`config.mk`:
```
export PLATFORM = sky130hd
export DESIGN_NAME = gpio_ovr_port
export DESIGN_NICKNAME = d
export VERILOG_FILES = /design/src/rtl/gpio_ovr_pkg.sv /design/src/rtl/gpio_ovr_regs.sv /design/src/rtl/gpio_ovr_pin_arb.sv /design/src/rtl/gpio_ovr_port.sv
export SDC_FILE = /design/constraint.sdc
export NUM_CORES = 1
export LEC_CHECK = 0
export ABC_CLOCK_PERIOD_IN_PS = 1490
export BUFFER_PORTS_ARGS = -buffer_cell sky130_fd_sc_hd__buf_2
export CAP_MARGIN = 20
export CORE_MARGIN = 2
export CORE_UTILIZATION = 30
export CTS_CLUSTER_SIZE = 28
export DETAILED_ROUTE_END_ITERATION = 7
export PLACE_DENSITY_LB_ADDON = 0.12
export SLEW_MARGIN = 0
export SYNTH_ARGS = -nofsm -noshare
export SYNTH_HDL_FRONTEND = slang
export SYNTH_HIERARCHICAL = 1
export SYNTH_SLANG_ARGS = --single-unit
```
`constraint.sdc`:
```
create_clock -name clk -period 1.49 [get_ports clk]
set_input_delay 0.2235 -clock clk [delete_from_list [all_inputs] [get_ports clk]]
set_output_delay 0.2235 -clock clk [all_outputs]
set_load 0.05 [all_outputs]
```
`src/rtl/gpio_ovr_pkg.sv`:
```
package gpio_ovr_pkg;

    typedef enum logic [1:0] {
        SRC_SW  = 2'd0,
        SRC_TMR = 2'd1,
        SRC_PWM = 2'd2,
        SRC_WKP = 2'd3
    } pin_src_e;

endpackage

```
`src/rtl/gpio_ovr_regs.sv`:
```
module gpio_ovr_regs #(
    parameter int          ADDR_W   = 16,
    parameter int          NPINS    = 8,
    parameter logic [15:0] DIR_OFFS = 16'h0242,
    parameter logic [15:0] DRV_OFFS = 16'h0243
) (
    input  logic              clk,
    input  logic              rst_n,
    input  logic [ADDR_W-1:0] bus_addr,
    input  logic              bus_we,
    input  logic [NPINS-1:0]  bus_wdata,
    output logic [NPINS-1:0]  bus_rdata,
    output logic [NPINS-1:0]  dir_q,
    output logic [NPINS-1:0]  drv_q
);

    localparam logic [ADDR_W-1:0] DIR_A = ADDR_W'(DIR_OFFS);
    localparam logic [ADDR_W-1:0] DRV_A = ADDR_W'(DRV_OFFS);

    logic hit_dir;
    logic hit_drv;

    assign hit_dir = (bus_addr == DIR_A);
    assign hit_drv = (bus_addr == DRV_A);

    always_ff @(posedge clk or negedge rst_n) begin
        if (!rst_n) begin
            dir_q <= '0;
            drv_q <= '0;
        end else if (bus_we) begin
            if (hit_dir) dir_q <= bus_wdata;
            if (hit_drv) drv_q <= bus_wdata;
        end
    end

    always_comb begin
        bus_rdata = '0;
        if (hit_dir)      bus_rdata = dir_q;
        else if (hit_drv) bus_rdata = drv_q;
    end

    AST_DIR_HOLD: assert property (@(posedge clk) disable iff (!rst_n)
        !(bus_we && hit_dir) |=> $stable(dir_q));
    AST_DRV_HOLD: assert property (@(posedge clk) disable iff (!rst_n)
        !(bus_we && hit_drv) |=> $stable(drv_q));
    AST_DRV_LOAD: assert property (@(posedge clk) disable iff (!rst_n)
        (bus_we && hit_drv) |=> (drv_q == $past(bus_wdata)));
    AST_DIR_LOAD: assert property (@(posedge clk) disable iff (!rst_n)
        (bus_we && hit_dir) |=> (dir_q == $past(bus_wdata)));

endmodule

```
`src/rtl/gpio_ovr_pin_arb.sv`:
```
module gpio_ovr_pin_arb
    import gpio_ovr_pkg::*;
#(
    parameter bit HAS_PWM = 1'b0,
    parameter bit HAS_WKP = 1'b0
) (
    input  logic     clk,
    input  logic     rst_n,
    input  logic     dir_bit,
    input  logic     tmr_en,
    input  logic     pwm_en,
    input  logic     wkp_en,
    output logic     oe,
    output pin_src_e src
);

    logic pwm_live;
    logic wkp_live;

    assign pwm_live = HAS_PWM && pwm_en;
    assign wkp_live = HAS_WKP && wkp_en;

    always_comb begin
        if (tmr_en)        src = SRC_TMR;
        else if (pwm_live) src = SRC_PWM;
        else if (wkp_live) src = SRC_WKP;
        else               src = SRC_SW;
    end

    always_comb begin
        unique case (src)
            SRC_SW:  oe = dir_bit;
            SRC_TMR: oe = 1'b1;
            SRC_PWM: oe = 1'b1;
            SRC_WKP: oe = 1'b1;
            default: oe = dir_bit;
        endcase
    end

    AST_TMR_WINS: assert property (@(posedge clk) disable iff (!rst_n)
        tmr_en |-> (oe && src == SRC_TMR));
    AST_SW_FOLLOWS: assert property (@(posedge clk) disable iff (!rst_n)
        (!tmr_en && !pwm_en && !wkp_en) |-> (oe == dir_bit && src == SRC_SW));

    generate
        if (!HAS_PWM) begin : g_no_pwm
            AST_NO_PWM_SRC: assert property (@(posedge clk) disable iff (!rst_n)
                src != SRC_PWM);
        end
        if (!HAS_WKP) begin : g_no_wkp
            AST_NO_WKP_SRC: assert property (@(posedge clk) disable iff (!rst_n)
                src != SRC_WKP);
        end
    endgenerate

endmodule

```
`src/rtl/gpio_ovr_port.sv`:
```
module gpio_ovr_port
    import gpio_ovr_pkg::*;
#(
    parameter int          ADDR_W   = 16,
    parameter int          NPINS    = 8,
    parameter logic [15:0] DIR_OFFS = 16'h0242,
    parameter logic [15:0] DRV_OFFS = 16'h0243,
    parameter logic [7:0]  PWM_MASK = 8'hF0,
    parameter logic [7:0]  WKP_MASK = 8'h20
) (
    input  logic                clk,
    input  logic                rst_n,
    input  logic [ADDR_W-1:0]   bus_addr,
    input  logic                bus_we,
    input  logic [NPINS-1:0]    bus_wdata,
    output logic [NPINS-1:0]    bus_rdata,
    input  logic [NPINS-1:0]    tmr_oc_en,
    input  logic [NPINS-1:0]    pwm_ch_en,
    input  logic                wkp_out_en,
    output logic [NPINS-1:0]    pin_oe,
    output logic [NPINS-1:0]    pin_rdrv,
    output logic [2*NPINS-1:0]  pin_src
);

    logic [NPINS-1:0] dir_q;
    logic [NPINS-1:0] drv_q;

    gpio_ovr_regs #(
        .ADDR_W   (ADDR_W),
        .NPINS    (NPINS),
        .DIR_OFFS (DIR_OFFS),
        .DRV_OFFS (DRV_OFFS)
    ) regs_i (
        .clk       (clk),
        .rst_n     (rst_n),
        .bus_addr  (bus_addr),
        .bus_we    (bus_we),
        .bus_wdata (bus_wdata),
        .bus_rdata (bus_rdata),
        .dir_q     (dir_q),
        .drv_q     (drv_q)
    );

    assign pin_rdrv = drv_q;

    generate
        for (genvar i = 0; i < NPINS; i++) begin : g_pin
            pin_src_e src_i;

            gpio_ovr_pin_arb #(
                .HAS_PWM (PWM_MASK[i % 8] && (i < 8)),
                .HAS_WKP (WKP_MASK[i % 8] && (i < 8))
            ) arb_i (
                .clk     (clk),
                .rst_n   (rst_n),
                .dir_bit (dir_q[i]),
                .tmr_en  (tmr_oc_en[i]),
                .pwm_en  (pwm_ch_en[i]),
                .wkp_en  (wkp_out_en),
                .oe      (pin_oe[i]),
                .src     (src_i)
            );

            assign pin_src[2*i+1:2*i] = src_i;
        end
    endgenerate

    AST_RDRV_MATCH: assert property (@(posedge clk) disable iff (!rst_n)
        (bus_addr == ADDR_W'(DRV_OFFS)) |-> (bus_rdata == pin_rdrv));

endmodule

```
==> parameters.txt, run 1 <==
Parameter                              Value

Synth
  Synthesized area per cell    11.61 µm²
  Flip-flop and latch count after synthesis    16
  Commonest register cell after synthesis    dfrtp_1
  Area contributors post-synth    dfrtp_1 (42%), mux2_2 (19%), buf_4 (8.6%), a22o_1 (7.3%), or2_1 (2.6%)
  Synth warnings    6
  Number of enable flip-flop cells after synthesis    0
  Synth top cells by count    dfrtp_1 (16), mux2_2 (16), buf_4 (11)
  Total nets after synthesis    127
  Area of the mapped netlist    963.4 µm²
  Synth async-reset ratio    100.0%
  Count of mapped cells out of synthesis    83
  Cell variety after synth    20
  Part of the Yosys area used for sequential elements    41.56%
  Cell type with the highest aggregate area in the netlist    dfrtp_1
  Fraction of synthesized cell area taken by the top area cell type    41.56%

Power and ir drop
  Power per cell area    584.6 mW/mm²
  Static power due to leakage    0.9383 nW
  Total power after layout    0.0009824 W
  Peak supply drop    0.3549 mV

Cells and area
  Non-filler cells, final    208
  Synth-to-Final Area Change    74.42%
  Number of nets in the final layout    209
  Filler Cell Count    296
  Number of inserted diodes    0
  Proportion of layout cells with a drive suffix above 1    75.61%

Die
  Die height    60.67 µm
  Floorplan Core Area    0.003053 mm²
  Count of pins on the block boundary    84
  Area enclosed by the die boundary    0.003681 mm²
  Starting density of the core    31.56%
  Number of rows created at floorplan    20
  Die Wd    60.67 µm

Timing
  Final Hold Fails    0
  Unrepaired setup endpoints after global routing    yes
  Final Max Tran Viols    0
  Setup ws final    -0.1320 ns
  Final clock skew    0 ns
  Final period demand of the worst path    1.622 ns
  Upper clock frequency limit    616.5 MHz
  Total of endpoints with negative setup slack in the final report    16
  Period Utilization, post-route    108.9%

Status
  Outcome    complete, but fails checks
  Violations in the final reports    setup timing

Global routing
  Wire length of the first global-routing pass    3.891 mm
  Global-route usage over all layers    14.70%
  GRT Residual Overflow    0
  Antenna violations before repair    0
  Via count of the first global-routing pass    895
  Largest net degree at the start of global routing    17

Clock tree
  Inserted Clock Buffers    3
  Clk buf depth    2
  Clock latency of the later-clocked register in the worst-skew pair    0.28 ns
  Clock edge transition at the registers on the reported setup and hold paths    0.09 ns
  H-tree depth    1
  Clock tree root driver cell    clkbuf_4
  Clock tree from TritonCTS    built
  Clock Sink Count    16

Placed design
  Routability congestion estimate    0.6680
  Detailed placer's ending HPWL    1.991 mm
  Buffers added on ports    75
  Cell count after placement    198

Critical path
  Endpoint type of the worst setup path    primary output
  Worst Setup Path Type    primary input to primary output
  Data required time of the worst path    1.27 ns
  WP data arrival    1.40 ns
  Largest fanout on the critical path    5
  Startpoint type of the worst setup path    primary input

Drt
  Average routed wire per standard cell    12.41 µm
  Number of remaining DRC errors    0
  Post-route antenna net violation count    0
  First-pass detailed-route iteration total    3
  Vias post-DR    918
  Drt total wl    2.582 mm
  Starting DRC count in detailed routing    8
  Number of vias per cell after detailed routing    4.413

Min path
  Worst min-delay path category    primary input to flop

Job
  Number of max-cap violations    0
[critical path: stages]
cell     delay, ns
buf_6         0.09
nor4b_4       0.29
nand4_1       0.19
nor2_2        0.18
buf_6         0.15
a22o_4        0.14
buf_8         0.13
[cell type report]
| cell class | count | area (µm²) | share of cell area (%) |
|---|---|---|---|
| timing repair buffer | 88 | 619.3 | 36.86 |
| multi-input combinational | 54 | 561.8 | 33.43 |
| sequential | 16 | 400.4 | 23.83 |
| tap | 44 | 55.05 | 3.276 |
| clock buffer | 4 | 36.28 | 2.159 |
| inverter | 2 | 7.507 | 0.4468 |
[repair_timing]
action,in CTS,in global routing
endpoints found under the setup margin,8,19
resized for setup,38,8
setup buffers,2,3
pin swaps,13,8
hold buffers,1,0
endpoints found under the hold margin,16,0
[routing by layer]
metal	wire, µm	vias up	GRT usage, %
li1	-	449	-
met1	922	427	16.45
met2	1435	40	27.19
met3	202	2	1.706
met4	22	0	7.453
met5	0	-	0
[placed cells by master, fill, tap and decap left out, types with 2 or more instances in the layout]
| cell | Yosys | routed |
|---|---|---|
| buf_2 | 0 | 60 |
| mux2_2 | 16 | 16 |
| dfrtp_1 | 16 | 16 |
| buf_6 | 0 | 9 |
| buf_4 | 11 | 9 |
| buf_8 | 0 | 8 |
| a22o_4 | 0 | 8 |
| or2_1 | 4 | 4 |
| conb_1 | 4 | 4 |
| clkbuf_4 | 0 | 3 |
| nor2b_1 | 3 | 3 |
| or3_1 | 3 | 3 |
| nor2_1 | 5 | 3 |
| nor2_2 | 1 | 3 |
| inv_1 | 2 | 2 |
| nand2_1 | 2 | 2 |
| nor4b_4 | 1 | 2 |
[through the flow]
stage / hold WS (ns) / cell area (µm²) / util [%] / setup slack [ns] / TNS [ns]
after global routing: 0.1656 / 1680 / 55.04 / -0.1973 / -2.609
after detailed placement: 0.1592 / 1400 / 45.86 / -0.2950 / -5.128
after global placement: 0.1533 / 1400 / 45.86 / -0.2577 / -4.308
after CTS: 0.1668 / 1633 / 53.48 / -0.1794 / -1.332
after floorplan: -0.07209 / 987.2 / - / -0.03133 / -0.2506
final: 0.1806 / 1680 / 55.04 / -0.1320 / -1.484
[where the power goes]
| group | switching, W | leakage (nW) | total [W] | internal [W] |
|---|---|---|---|---|
| logic | 0.000183 | 0.694 | 0.000272 | 0.0000888 |
| registers | 0.000000139 | 0.224 | 0.000434 | 0.000434 |
| clock network | 0.000128 | 0.0210 | 0.000276 | 0.000149 |
| total | 0.000311 | 0.938 | 0.000982 | 0.000671 |
[path summary, 6_finish.rpt]
path / startpoint / end / slack, ns / cells after the start
setup / recovery: bus_addr[13] / bus_rdata[7] / -0.13 / 7
hold / removal: bus_wdata[3] / regs_i/drv_q[3]$_DFFE_PN0P_ / 0.18 / 2
setup reg to reg: regs_i/dir_q[0]$_DFFE_PN0P_ / regs_i/dir_q[0]$_DFFE_PN0P_ / 0.69 / 1
hold reg to reg: regs_i/drv_q[3]$_DFFE_PN0P_ / regs_i/drv_q[3]$_DFFE_PN0P_ / 0.56 / 1
max in group asynchronous: rst_n / regs_i/dir_q[7]$_DFFE_PN0P_ / 0.82 / 2
min in group asynchronous: rst_n / regs_i/drv_q[3]$_DFFE_PN0P_ / 0.40 / 2
[sequential cells by signal, indices dropped and copies added, names as in the netlist]
name and flops:
regs_i/dir_q 8, regs_i/drv_q 8
[cell families after synthesis]
logic type	share of synthesized area, %
AO/OA/AOI/OAI	8.053
flip-flops	41.56
other	1.558
AND/OR/NAND/NOR	20.78
buffers and inverters	9.351
multiplexers	18.70
Note: power is estimated with default switching activity, not from simulation.
==> run 2: changes to the inputs <==
--- a/config.mk
+++ b/config.mk
@@ -9,7 +9,7 @@
 export BUFFER_PORTS_ARGS = -buffer_cell sky130_fd_sc_hd__buf_2
 export CAP_MARGIN = 20
 export CORE_MARGIN = 2
-export CORE_UTILIZATION = 30
+export CORE_UTILIZATION = 37
 export CTS_CLUSTER_SIZE = 28
 export DETAILED_ROUTE_END_ITERATION = 7
 export PLACE_DENSITY_LB_ADDON = 0.12
==> parameters.txt, run 2 (synthesis gave the netlist of run 1 again) <==
Parameter                              Value

Global routing
  GRT Residual Overflow    0 (unchanged)
  Via count of the first global-routing pass    848 (-5.3%)
  Wire length of the first global-routing pass    3.450 mm (-11%)
  Largest net degree at the start of global routing    17 (unchanged)
  Antenna violations before repair    0 (unchanged)
  Global-route usage over all layers    16.47% (+1.8 points)

Die
  Die Wd    55.03 µm (-9.3%)
  Area enclosed by the die boundary    0.003028 mm² (-18%)
  Floorplan Core Area    0.002477 mm² (-19%)
  Number of rows created at floorplan    18 (-10%)
  Count of pins on the block boundary    84 (unchanged)
  Starting density of the core    38.89% (+7.3 points)
  Die height    55.03 µm (-9.3%)

Clock tree
  Clock edge transition at the registers on the reported setup and hold paths    0.08 ns (about the same)
  Clock tree from TritonCTS    built
  Clock latency of the later-clocked register in the worst-skew pair    0.27 ns (about the same)
  Clock tree root driver cell    clkbuf_4
  Clk buf depth    2 (unchanged)
  Inserted Clock Buffers    3 (unchanged)
  Clock Sink Count    16 (unchanged)
  H-tree depth    1 (unchanged)

Timing
  Final Max Tran Viols    0 (unchanged)
  Unrepaired setup endpoints after global routing    yes
  Worst hold slack after final layout    0.1888 ns (+0.008245 ns)
  Setup ws final    -0.1425 ns (-0.01043 ns)
  Final period demand of the worst path    1.632 ns (+0.01043 ns)
  Total of endpoints with negative setup slack in the final report    16 (unchanged)
  Final clock skew    0 ns (unchanged)
  Period Utilization, post-route    109.6% (+0.70 points)
  Upper clock frequency limit    612.6 MHz (-0.64%)
  Final Hold Fails    0 (unchanged)

Drt
  Starting DRC count in detailed routing    8 (unchanged)
  Post-route antenna net violation count    0 (unchanged)
  First-pass detailed-route iteration total    3 (unchanged)
  Vias post-DR    911 (-0.76%)
  Number of remaining DRC errors    0 (unchanged)
  Average routed wire per standard cell    12.27 µm (-1.1%)
  Drt total wl    2.344 mm (-9.2%)
  Number of vias per cell after detailed routing    4.770 (+8.1%)

Min path
  Worst hold path cell count    2 (unchanged)
  Worst min-delay path category    primary input to flop

Status
  Outcome    complete, but fails checks
  Violations in the final reports    setup timing

Critical path
  Endpoint type of the worst setup path    primary output
  WP data arrival    1.41 ns (about the same)
  Worst Setup Path Type    primary input to primary output
  Largest fanout on the critical path    5 (unchanged)
  Slowest stage cell on the critical path    nor4b_4
  Data required time of the worst path    1.27 ns (about the same)
  Worst R2R Path Depth    1 (unchanged)
  Startpoint type of the worst setup path    primary input
  Highest cell delay on the worst timing path    0.30 ns (about the same)
  Cells along the critical path    buf_6 > nor4b_4 > nand4_1 > nor2_2 > buf_4 > a22o_4 > buf_8

Cells and area
  Most common library cell in the layout ignoring fill and taps    buf_2
  Proportion of layout cells with a drive suffix above 1    75.16% (-0.45 points)
  Sequential cell area    400.4 µm² (unchanged)
  Filler Cell Count    189 (-36%)
  Multi-input gate area in the final layout    566.8 µm² (+0.89%)
  Synth-to-Final Area Change    68.83%
  Regs by FF count    regs_i/dir_q (8), regs_i/drv_q (8)
  Number of nets in the final layout    207 (-0.96%)
  Number of inserted diodes    0 (unchanged)
  Commonest cells after routing, fill and taps aside    buf_2 (64), mux2_2 (16), dfrtp_1 (16), buf_8 (8), a22o_4 (8)

Power and ir drop
  Static power due to leakage    0.9154 nW (-2.4%)
  Power per cell area    559.9 mW/mm² (-4.2%)
  Total power after layout    0.0009107 W (-7.3%)
  Peak supply drop    0.5133 mV (+45%)

Job
  Number of max-cap violations    0 (unchanged)

Placed design
  Routability congestion estimate    0.6391 (-4.3%)
  Detailed placer's ending HPWL    1.831 mm (-8.0%)
  Buffers added on ports    75 (unchanged)
[run 2: metal layers]
layer  share of wire (%)  vias up  global-route usage (%)
li1                    -      443                       -
met1                  37      418                   17.77
met2                  52       48                   30.75
met3                  11        2                   2.419
met4                0.51        0                   8.537
met5                   0        -                       0
[run 2: area by class of cell]
type / count / share of cell area, %
Sequential cell: 16 / 24.62
Clock buffer: 3 / 1.385
Multi-Input combinational cell: 54 / 34.85
Inverter: 2 / 0.4615
Timing Repair Buffer: 86 / 36.38
Tap cell: 30 / 2.308
[run 2: worst max-delay path: cells and delay by family]
family / cells / cell delay (ns)
compound gates: 1 / 0.15
buf+inv: 3 / 0.42
simple gates: 3 / 0.63
[run 2: through the flow]
stage / setup slack [ns] / instance area [µm²] / cells / setup TNS [ns] / utilization [%]
2_1_floorplan: -0.03133 / 987.2 / 83 / -0.2506 / -
3_3_place_gp: -0.2574 / 1395 / 184 / -5.067 / 56.31
3_5_place_dp: -0.2742 / 1395 / 184 / -5.579 / 56.31
4_1_cts: -0.1715 / 1609 / 190 / -1.230 / 64.95
5_1_grt: -0.2300 / 1627 / 191 / -3.146 / 65.66
6_report: -0.1425 / 1627 / 191 / -1.878 / 65.66
[run 2: worst paths after layout]
| kind | from | to | slack, ns |
|---|---|---|---|
| worst max-delay path | bus_addr[13] | bus_rdata[1] | -0.14 |
| worst min-delay path | bus_wdata[3] | regs_i/dir_q[3]$_DFFE_PN0P_ | 0.19 |
| worst max register to register | regs_i/drv_q[2]$_DFFE_PN0P_ | regs_i/drv_q[2]$_DFFE_PN0P_ | 0.71 |
| worst min register to register | regs_i/dir_q[4]$_DFFE_PN0P_ | regs_i/dir_q[4]$_DFFE_PN0P_ | 0.55 |
| max in group asynchronous | rst_n | regs_i/drv_q[7]$_DFFE_PN0P_ | 0.85 |
| min in group asynchronous | rst_n | regs_i/dir_q[3]$_DFFE_PN0P_ | 0.38 |
[run 2: where the power goes]
part	internal, W	switching, W	leakage (nW)
Combinational	0.0000835	0.000181	0.678
Sequential	0.000434	0.000000133	0.224
Clock	0.0000936	0.000118	0.0138
[run 2: timing repair]
action / CTS / global route
gates resized for setup: 37 / 2
setup endpoints to repair: 8 / 24
buffers inserted: 2 / 1
endpoints found under the hold margin: 16 / 0
pin swaps: 6 / 6
hold buffers: 1 / 0
